## src/rtl/blk_addr_pkg.sv

```systemverilog
package blk_addr_pkg;
  // Strobes from the sequence control to the pointer datapath.
  typedef struct packed {
    logic seqStart;  // edge 1 of a block-address sequence
    logic stdReset;  // cancelling write-reset edge
    logic shiftEn;   // sample one address bit
    logic shiftBit;  // the bit taken from the chosen pin
    logic loadReq;   // latency done: load the block start
    logic incEn;     // normal pointer advance
  } ctrlStrobes_t;
endpackage

```

## src/rtl/blk_addr_ctrl.sv

```systemverilog
module blk_addr_ctrl
  import blk_addr_pkg::*;
#(
  parameter int ADDR_W         = 13,
  parameter int FIRST_BIT_EDGE = 5,
  parameter int LAT_CYCLES     = 18
) (
  input  logic         clk,
  input  logic         rst,
  input  logic         wrRst,
  input  logic         we,
  input  logic         ie,
  input  logic         d0,
  output ctrlStrobes_t st,
  output logic         busy,
  output logic         pinSelIe,
  output logic         timingViol
);
  localparam int LSB_EDGE  = FIRST_BIT_EDGE + ADDR_W - 1;
  localparam int DONE_EDGE = LSB_EDGE + LAT_CYCLES;
  localparam int CNT_W     = $clog2(DONE_EDGE + 2);
  localparam logic [CNT_W-1:0] C_EARLY0 = CNT_W'(FIRST_BIT_EDGE - 2);
  localparam logic [CNT_W-1:0] C_EARLY1 = CNT_W'(FIRST_BIT_EDGE - 1);
  localparam logic [CNT_W-1:0] C_FIRST  = CNT_W'(FIRST_BIT_EDGE);
  localparam logic [CNT_W-1:0] C_IE_LOW = CNT_W'(FIRST_BIT_EDGE + 2);
  localparam logic [CNT_W-1:0] C_LSB    = CNT_W'(LSB_EDGE);
  localparam logic [CNT_W-1:0] C_WE_END = CNT_W'(DONE_EDGE - 1);
  localparam logic [CNT_W-1:0] C_DONE   = CNT_W'(DONE_EDGE);
  localparam logic [CNT_W-1:0] C_TWO    = CNT_W'(2);

  logic             wrRstPrev;
  logic             busyQ;
  logic [CNT_W-1:0] edgeCnt;   // number of the edge being processed
  logic             selIeQ;
  logic             earlyWeQ;
  logic             vioQ;
  logic             rise;
  logic             curSelIe;
  logic             vioNow;

  always_ff @(posedge clk) wrRstPrev <= wrRst;

  always_comb begin
    rise     = wrRst & ~wrRstPrev;
    curSelIe = (edgeCnt == C_FIRST) ? we : selIeQ;

    st.seqStart = rise && !busyQ;
    st.stdReset = rise && busyQ;
    st.shiftEn  = busyQ && !rise && (edgeCnt >= C_FIRST) && (edgeCnt <= C_LSB);
    st.shiftBit = curSelIe ? ie : d0;
    st.loadReq  = busyQ && !rise && (edgeCnt == C_DONE);
    st.incEn    = we && !busyQ && !rise;

    vioNow = 1'b0;
    if (busyQ && !rise) begin
      if (!curSelIe && edgeCnt == C_FIRST && earlyWeQ)
        vioNow = 1'b1;
      if (!selIeQ && edgeCnt > C_FIRST && edgeCnt <= C_WE_END && we)
        vioNow = 1'b1;
      if (selIeQ && edgeCnt >= C_IE_LOW && edgeCnt <= C_WE_END && we)
        vioNow = 1'b1;
    end
  end

  always_ff @(posedge clk) begin
    if (rst) begin
      busyQ    <= 1'b0;
      edgeCnt  <= '0;
      selIeQ   <= 1'b0;
      earlyWeQ <= 1'b0;
      vioQ     <= 1'b0;
    end else begin
      vioQ <= vioNow;
      if (st.seqStart) begin
        busyQ    <= 1'b1;
        edgeCnt  <= C_TWO;
        selIeQ   <= 1'b0;
        earlyWeQ <= 1'b0;
      end else if (st.stdReset) begin
        busyQ   <= 1'b0;
        edgeCnt <= '0;
      end else if (busyQ) begin
        edgeCnt <= edgeCnt + CNT_W'(1);
        if ((edgeCnt == C_EARLY0 || edgeCnt == C_EARLY1) && we)
          earlyWeQ <= 1'b1;
        if (edgeCnt == C_FIRST)
          selIeQ <= we;
        if (edgeCnt == C_DONE) begin
          busyQ   <= 1'b0;
          edgeCnt <= '0;
        end
      end
    end
  end

  assign busy       = busyQ;
  assign pinSelIe   = selIeQ;
  assign timingViol = vioQ;

  // a violation is only ever reported inside a running sequence
  p_vio_in_seq_r7: assert property (@(posedge clk) disable iff (rst)
    timingViol |-> busy);

  // a sequence begins only on a low-to-high step of write reset
  p_start_on_rise_r2: assert property (@(posedge clk) disable iff (rst)
    $rose(busy) |-> ($past(wrRst) && !$past(wrRst, 2)));

  // the pin choice holds for the rest of the sequence
  p_sel_hold_r3: assert property (@(posedge clk) disable iff (rst)
    (busy && $past(busy) && edgeCnt > C_IE_LOW) |-> $stable(pinSelIe));
endmodule

```

## src/rtl/blk_addr_dpath.sv

```systemverilog
module blk_addr_dpath
  import blk_addr_pkg::*;
#(
  parameter int ADDR_W      = 13,
  parameter int BLOCK_WORDS = 40,
  parameter int NUM_BLOCKS  = 6144,
  parameter int PTR_W       = 18
) (
  input  logic             clk,
  input  logic             rst,
  input  ctrlStrobes_t     st,
  output logic [PTR_W-1:0] wrPtr,
  output logic             addrErr
);
  localparam int TOTAL_WORDS = NUM_BLOCKS * BLOCK_WORDS;
  localparam logic [PTR_W-1:0]  C_LAST   = PTR_W'(TOTAL_WORDS - 1);
  localparam logic [PTR_W-1:0]  C_BWORDS = PTR_W'(BLOCK_WORDS);
  localparam logic [ADDR_W:0]   C_NBLK   = (ADDR_W + 1)'(NUM_BLOCKS);

  logic [ADDR_W-1:0] addrSh;
  logic [PTR_W-1:0]  ptrQ;
  logic              errQ;
  logic [PTR_W-1:0]  blockBase;
  logic              addrOk;

  always_comb begin
    blockBase = PTR_W'(addrSh) * C_BWORDS;
    addrOk    = {1'b0, addrSh} < C_NBLK;
  end

  always_ff @(posedge clk) begin
    if (rst) begin
      addrSh <= '0;
      ptrQ   <= '0;
      errQ   <= 1'b0;
    end else begin
      if (st.seqStart) begin
        errQ   <= 1'b0;
        addrSh <= '0;
      end
      if (st.shiftEn)
        addrSh <= {addrSh[ADDR_W-2:0], st.shiftBit};
      if (st.stdReset)
        ptrQ <= '0;
      else if (st.loadReq) begin
        if (addrOk) ptrQ <= blockBase;
        else        errQ <= 1'b1;
      end else if (st.incEn)
        ptrQ <= (ptrQ == C_LAST) ? '0 : ptrQ + PTR_W'(1);
    end
  end

  assign wrPtr   = ptrQ;
  assign addrErr = errQ;

  // the pointer never leaves the array
  p_ptr_range_r10: assert property (@(posedge clk) disable iff (rst)
    wrPtr <= C_LAST);

  // a rejected block number leaves the pointer where it was
  p_err_noload_r6: assert property (@(posedge clk) disable iff (rst)
    $rose(addrErr) |-> $stable(wrPtr));

  // an accepted load lands on a block boundary
  p_load_align_r5: assert property (@(posedge clk) disable iff (rst)
    ($past(st.loadReq) && !addrErr) |-> (wrPtr % C_BWORDS == '0));

  // a cancelling edge returns the pointer to word 0
  p_cancel_zero_r9: assert property (@(posedge clk) disable iff (rst)
    $past(st.stdReset) |-> (wrPtr == '0));
endmodule

```

## src/rtl/blk_addr_loader.sv

```systemverilog
module blk_addr_loader
  import blk_addr_pkg::*;
#(
  parameter int ADDR_W         = 13,
  parameter int FIRST_BIT_EDGE = 5,
  parameter int LAT_CYCLES     = 18,
  parameter int BLOCK_WORDS    = 40,
  parameter int NUM_BLOCKS     = 6144,
  parameter int PTR_W          = 18
) (
  input  logic             clk,
  input  logic             rst,
  input  logic             wrRst,
  input  logic             we,
  input  logic             ie,
  input  logic             d0,
  output logic             busy,
  output logic             pinSelIe,
  output logic             timingViol,
  output logic             addrErr,
  output logic [PTR_W-1:0] wrPtr
);
  ctrlStrobes_t st;

  blk_addr_ctrl #(
    .ADDR_W(ADDR_W), .FIRST_BIT_EDGE(FIRST_BIT_EDGE), .LAT_CYCLES(LAT_CYCLES)
  ) i_ctrl (
    .clk(clk), .rst(rst), .wrRst(wrRst), .we(we), .ie(ie), .d0(d0),
    .st(st), .busy(busy), .pinSelIe(pinSelIe), .timingViol(timingViol)
  );

  blk_addr_dpath #(
    .ADDR_W(ADDR_W), .BLOCK_WORDS(BLOCK_WORDS),
    .NUM_BLOCKS(NUM_BLOCKS), .PTR_W(PTR_W)
  ) i_dpath (
    .clk(clk), .rst(rst), .st(st), .wrPtr(wrPtr), .addrErr(addrErr)
  );
endmodule

```

## config.mk

```make
export PLATFORM = sky130hd
export DESIGN_NAME = blk_addr_loader
export DESIGN_NICKNAME = d
export VERILOG_FILES = /design/src/rtl/blk_addr_pkg.sv /design/src/rtl/blk_addr_ctrl.sv /design/src/rtl/blk_addr_dpath.sv /design/src/rtl/blk_addr_loader.sv
export SDC_FILE = /design/constraint.sdc
export NUM_CORES = 1
export LEC_CHECK = 0
export BUFFER_PORTS_ARGS = -buffer_cell sky130_fd_sc_hd__buf_2
export CAP_MARGIN = 20
export CORE_ASPECT_RATIO = 1.4
export CORE_UTILIZATION = 30
export DETAILED_ROUTE_END_ITERATION = 8
export GPL_ROUTABILITY_DRIVEN = 0
export GPL_TIMING_DRIVEN = 0
export REMOVE_ABC_BUFFERS = 1
export SLEW_MARGIN = 15
export SYNTH_ARGS = -nofsm -noshare
export SYNTH_HDL_FRONTEND = slang
export SYNTH_HIERARCHICAL = 1
export SYNTH_SLANG_ARGS = --single-unit
```

## constraint.sdc

```tcl
create_clock -name clk -period 4.3 [get_ports clk]
set_clock_uncertainty 0.2 [all_clocks]
set_input_delay 0.86 -clock clk [delete_from_list [all_inputs] [get_ports clk]]
set_output_delay 0.86 -clock clk [all_outputs]
set_load 0.01 [all_outputs]
```

==> metrics.txt, run 1 <==
critical path's slowest cell=nor2_2; clock root cell=clkbuf_16; total power=0.904 mW; GRT Total Usage=14.8%; Yosys warning count=6; GR Util met2=26.6%; worst flop-to-flop path endpoint=i_dpath/wrPtr[17]; Critical Path Max Stage Delay=0.46 ns; Fin Hold WS=0.282 ns; Max Cap Viol=0; DIE AREA=0.0105 mm²; starting density of the core=31.3%; final hold violation count=0; most frequent CP cell=nand2_1; Max-slew headroom=between 30 and 40%; Core Box Area=0.00962 mm²; FF-to-FF setup slack=1.22 ns; DR vias=a little under 3,000; Bufs on Longest Clock Path=2; post-synth cell types=65; P_leak=approximately 1.3 nW; share of cells above drive strength 1=14.5%; vias in the first global route=2,655; Area growth, synth to finish=13.7%; period utilization=76.0%; Port Buf Inserts=27; final setup violating endpoints=0; antenna cell count=0; GR peak layer=met2; # hold bufs at CTS=0; Avg Cell Area, Syn=7.89 µm²; fin. max-slew vios=0; Mapped Cells=382; antenna violations before repair=0; reg-to-reg critical path startpoint=i_ctrl/edgeCnt[0]; post_cts resized=0; final setup TNS=0 ns; Synth async-reset ratio=0%; DR iter-0 viols=about 180; top_reg_cell synth=dfxtp_1; row count=42; worst skew pair latency=0.29 ns; FMAX=306 MHz; final WL=7530 µm; first-pass GRT wire length=roughly 12,000 µm; CTS Sinks=43; Mapped Area=0.00301 mm²; Antenna Nets Post-Route=0; DR DRC count=0; worst reg2reg path depth=10; post-DR vias/cell=5.52; status=finished, final reports clean; most frequent cells in the layout=46 x a21oi_1, 43 x dfxtp_1, 37 x nor2_1; most common cell after layout, fill and taps aside=a21oi_1; Tightest Hold Check Type=reg -> reg; dpl hpwl=5610 µm; GR Util met3=2.73%; post-CTS setup buffer count=0; #FFs+latches synth=between 40 and 50; register area share after synthesis=between 20% and 30%; CTS tree=done; CP Class=in -> reg; Cell Pwr Density=264 mW/mm²; CTS H-tree lvls=2; crit end category=flip-flop; minimum clock period after layout=3.27 ns; met1 Use GR=17.2%; Post-synth EDFFs=0; maximum vdd drop=0.131 mV; CTS Buf Count=5; Chip Width=between 80 and 90 µm; Worst EP required=4.31 ns; crit path cell chain=buf_2 > nand2b_1 > nand2_1 > nor2_2 > buf_8 > nand3_2 > o21ai_2 > nand2_1 > o31ai_1 > a31oi_1 > o21ai_0; io pins=28; critical path startpoint=wrRst; wire per inst=14.1 µm; Layout Nets=434; grt total ovfl=0; Die Y=121 µm; Clock transition at path regs=roughly 0.070 ns; DRT Pass-1 Iters=6; Setup crit start kind=input pin; largest net degree at the start of global routing=24; RSZ-0062 raised after global routing=false; critical path arrival=3.28 ns; Slew @ Worst Pin=0.954 ns; # fillers=1,019; Setup crit end=i_dpath/wrPtr[17]; maximum fanout along the worst path=17
-- how the worst min path moves through the flow --
| stage | from | endpoint | slack, ns | cells after the start |
|---|---|---|---|---|
| after floorplan | i_ctrl/earlyWeQ | i_ctrl/earlyWeQ | 0.24 | 2 |
| after global placement | i_ctrl/earlyWeQ | i_ctrl/earlyWeQ | 0.27 | 2 |
| after detailed placement | i_ctrl/earlyWeQ | i_ctrl/earlyWeQ | 0.27 | 2 |
| after CTS | i_ctrl/earlyWeQ | i_ctrl/earlyWeQ | 0.28 | 2 |
| after global routing | i_ctrl/earlyWeQ | i_ctrl/earlyWeQ | 0.32 | 2 |
| final | i_ctrl/earlyWeQ | i_ctrl/earlyWeQ | 0.28 | 2 |
-- flip-flops by register name (all words and copies together) (netlist names) --
register / cells
i_dpath/addrSh: 13
i_ctrl/edgeCnt: 6
i_ctrl/wrRstPrev: 1
i_ctrl/earlyWeQ: 1
i_ctrl/timingViol: 1
i_ctrl/busy: 1
i_dpath/wrPtr: 18
i_dpath/addrErr: 1
i_ctrl/pinSelIe: 1
-- power by group --
part	leakage [nW]	internal [mW]	switching (mW)
Combinational	0.904	0.0153	0.0377
Sequential	0.348	0.403	0.00701
Clock	0.0838	0.274	0.167
Total	1.34	0.692	0.212
-- Yosys cell counts, drive strengths merged, types with 3 or more instances --
| cell | count | area share, % |
|---|---|---|
| a21oi | 46 | 7.6 |
| a31oi | 8 | 1.7 |
| and2 | 3 | 0.66 |
| and3 | 5 | 1.2 |
| buf | 5 | 1.1 |
| clkbuf | 15 | 2.0 |
| dfxtp | 43 | 29 |
| ha | 28 | 12 |
| inv | 15 | 1.9 |
| mux2 | 3 | 1.1 |
| nand2 | 29 | 3.6 |
| nand2b | 7 | 1.5 |
| nand3 | 15 | 3.1 |
| nand4 | 13 | 2.9 |
| nor2 | 38 | 4.7 |
| nor3 | 10 | 2.0 |
| nor3b | 14 | 3.5 |
| nor4 | 6 | 1.5 |
| o2111ai | 3 | 0.87 |
| o21ai | 27 | 4.5 |
| o22ai | 5 | 1.0 |
| xnor2 | 5 | 1.5 |
-- cell type report --
| class | instances | area (µm²) | share of cell area (%) |
|---|---|---|---|
| clock inverter | 3 | 43.8 | 1.28 |
| tap | 132 | 165 | 4.82 |
| sequential | 43 | 861 | 25.1 |
| timing repair buffer | 30 | 160 | 4.67 |
| inverter | 15 | 56.3 | 1.64 |
| multi-input combinational | 304 | 2020 | 58.8 |
| clock buffer | 5 | 125 | 3.65 |
-- per-stage QoR --
stage	instance area, µm²	setup WS [ns]	instances	utilization [%]
CTS	3420	0.760	532	35.6
detailed placement	3260	0.473	524	33.9
finish	3430	1.03	532	35.6
global route	3430	0.843	532	35.6
floorplan	2920	-0.740	362	-
global placement	3220	-2.05	521	33.5
-- worst max-delay path, delay by kind of cell --
kind / cells / cell delay (ns)
buffers and inverters: 2 / 0.32
and+or+nand+nor: 5 / 1.31
AOI/OAI and AO/OA: 4 / 0.76
-- cell families after synthesis --
group	share of synthesized area, %
AO/OA/AOI/OAI	24.0
XOR/XNOR	2.03
adder cells (fa/ha/maj)	12.3
buffers and inverters	4.94
flip-flops	28.6
multiplexers	1.45
AND/OR/NAND/NOR	26.7
-- per-layer routing --
| metal | up-vias | share of wire, % |
|---|---|---|
| met4 | 0 | 1.8 |
| met2 | 86 | 52 |
| met1 | 1382 | 42 |
| met3 | 9 | 4.2 |
| li1 | 1460 | - |
| met5 | - | 0 |
Note: power is estimated with default switching activity, not from simulation.
==> run 2: changes to the inputs <==
--- a/config.mk
+++ b/config.mk
@@ -5,6 +5,7 @@
 export SDC_FILE = /design/constraint.sdc
 export NUM_CORES = 1
 export LEC_CHECK = 0
+export ABC_AREA = 1
 export BUFFER_PORTS_ARGS = -buffer_cell sky130_fd_sc_hd__buf_2
 export CAP_MARGIN = 20
 export CORE_ASPECT_RATIO = 1.4
==> constraint.sdc (replaced) <==
create_clock -name clk -period 3.05 [get_ports clk]
set_clock_uncertainty 0.2 [all_clocks]
set_input_delay 0.61 -clock clk [delete_from_list [all_inputs] [get_ports clk]]
set_output_delay 0.61 -clock clk [all_outputs]
set_load 0.01 [all_outputs]
==> metrics.txt, run 2 <==
Layout Nets=between 500 and 600; mux cell area share after synthesis=0%; first-pass GRT wire length=13,700 µm; CTS Buf Count=5; Mapped Area=0.00324 mm²; post_cts resized=2; Setup crit end=i_dpath/wrPtr[7]; antenna violations before repair=0; Top reg by flops=i_dpath/wrPtr; status=finished, final reports clean; Mapped Cells=504; P_leak=1.80 nW; DR vias=3,209; clock root cell=clkbuf_16; worst flop-to-flop path endpoint=i_dpath/wrPtr[7]; critical path arrival=2.71 ns; Largest regs=i_dpath/wrPtr: 18 flops, i_dpath/addrSh: 13 flops, i_ctrl/edgeCnt: 6 flops; Setup crit start kind=flip-flop; DIE AREA=0.0112 mm²; Die Y=125 µm; DP Area=0.00350 mm²; Synth async-reset ratio=0%; Worst EP required=3.08 ns; Chip Width=89.8 µm; final setup violating endpoints=0; Tightest Hold Check Type=in -> reg; critical path's slowest cell=dfxtp_1; total power=between 1 and 1.5 mW; critical path depth in cells=9; crit end category=flip-flop; top_reg_cell synth=dfxtp_1; maximum fanout along the worst path=27; Avg Cell Area, Syn=6.43 µm²; share of cells above drive strength 1=about an eighth; most common cell in the netlist=nand2_1; final hold violation count=0; area leader, netlist=dfxtp_1; max reg flops=18; Max-slew headroom=39.1%; Slew @ Worst Pin=~0.91 ns; final WL=7980 µm; HP Start=wrRst; GRT Total Usage=14.5%; grt total ovfl=0; Post-synth EDFFs=0; io pins=28; antenna cell count=0; Core Box Area=0.0105 mm²; post-synthesis simple-gate area fraction=37.7%; FF-to-FF setup slack=~0.36 ns; Fin Hold WS=between 0.2 and 0.25 ns; final setup TNS=0 ns; crit path cell chain=ha_1 > nand4_1 > nor2_4 > inv_2 > nand2_1 > nand2_2 > inv_1 > nor2_1 > a21oi_1; Critical Path Max Stage Delay=0.40 ns; Yosys top cell area share=26.6%; fin. max-slew vios=0; CTS tree=done; compound-gate portion of the synthesized area=13.5%; Yosys warning count=6; most common cell after layout, fill and taps aside=nand2_1; top cells by area, synth=dfxtp_1 27%, nand2_1 16%, ha_1 11%; Area growth, synth to finish=13.8%; placed instance count=approximately 660; WP buf/inv=2; # hold bufs at CTS=0; vias in the first global route=3,116; worst skew pair latency=about 0.29 ns; row count=44; most frequent cells in the layout=141 x nand2_1, 60 x inv_1, 50 x nor2_1; post-DR vias/cell=4.79; Antenna Nets Post-Route=0; largest net degree at the start of global routing=28; CP Class=reg -> reg; wire per inst=11.9 µm; Cell Pwr Density=379 mW/mm²; DRT Pass-1 Iters=4; Clock transition at path regs=~0.070 ns; maximum vdd drop=between 0.2 and 0.3 mV; Bufs on Longest Clock Path=2; #FFs+latches synth=43; reg-to-reg critical path startpoint=i_ctrl/edgeCnt[1]; critical path startpoint=i_ctrl/edgeCnt[1]; CTS Sinks=43; family with the most delay on the worst path=simple AND/OR/NAND/NOR gates; worst reg2reg path depth=9; Port Buf Inserts=27; Max Cap Viol=0; dpl hpwl=a little over 6000 µm; post-synth cell types=36; # fillers=1,140; period utilization=88.0%; post-CTS setup buffer count=0; post-synthesis adder-cell area fraction=11.4%; register area share after synthesis=26.6%; FMAX=372 MHz; minimum clock period after layout=2.69 ns; final std cells w/o fill=670; largest family of logic cells by synthesized area=simple AND/OR/NAND/NOR gates; Final Cell Area=0.00369 mm²; RSZ-0062 raised after global routing=false; starting density of the core=31.0%; Post-synth top cells=142 x nand2_1, 60 x inv_1, 51 x nor2_1; DR DRC count=0; DR iter-0 viols=130; CTS H-tree lvls=2; xor and xnor fraction of the mapped netlist area=under 10%
==> run 2: cell count changes in the layout (fill, tap and decap cells not counted), moves of 8 or more <==
cell	previous run	this run
nand2_1	29	141
inv_1	15	60
nand3_1	13	32
nor3b_1	14	0
nor2_1	37	50
inv_2	0	9
a21oi_1	46	38
==> run 2: area by class of cell <==
| type | instances | area [µm²] | area share, % |
|---|---|---|---|
| Multi-Input combinational cell | 384 | 2080 | 56.5 |
| Clock buffer | 5 | 125 | 3.39 |
| Clock inverter | 3 | 43.8 | 1.19 |
| Inverter | 69 | 259 | 7.02 |
| Sequential cell | 43 | 861 | 23.3 |
| Timing Repair Buffer | 28 | 143 | 3.87 |
| Tap cell | 138 | 173 | 4.68 |
==> run 2: stage by stage <==
stage	setup slack (ns)	util [%]
after floorplan	0.377	-
after global placement	-0.545	33.5
after detailed placement	-0.545	33.5
after CTS	0.0879	35.2
after global routing	0.0239	35.3
final	0.365	35.3
==> run 2: cell families after synthesis <==
logic type,Yosys count
flip-flops,43
AO/OA/AOI/OAI,82
XOR/XNOR,5
adder cells (fa/ha/maj),29
buffers and inverters,77
AND/OR/NAND/NOR,268
==> run 2: power breakdown <==
group	internal [mW]	switching [mW]
sequential	0.583	0.0327
combinational	0.0547	0.0945
clock	0.387	0.245
total	1.02	0.372
==> run 2: metal layers <==
layer  global-route usage [%]  vias to the layer above  part of all wire, %
met4                     5.79                        0                  2.1
met2                     28.4                       44                   53
met5                        0                        -                    0
met1                     15.4                     1460                   43
li1                         -                     1694                    -
met3                     2.07                       11                  2.1
==> run 2: worst min path at each step <==
stage / cells past startpoint / end / slack (ns)
CTS: 1 / i_ctrl/wrRstPrev / 0.23
finish: 1 / i_ctrl/wrRstPrev / 0.23
floorplan: 2 / i_ctrl/earlyWeQ / 0.23
global route: 1 / i_ctrl/wrRstPrev / 0.23
detailed placement: 2 / i_ctrl/earlyWeQ / 0.26
global placement: 2 / i_ctrl/earlyWeQ / 0.24
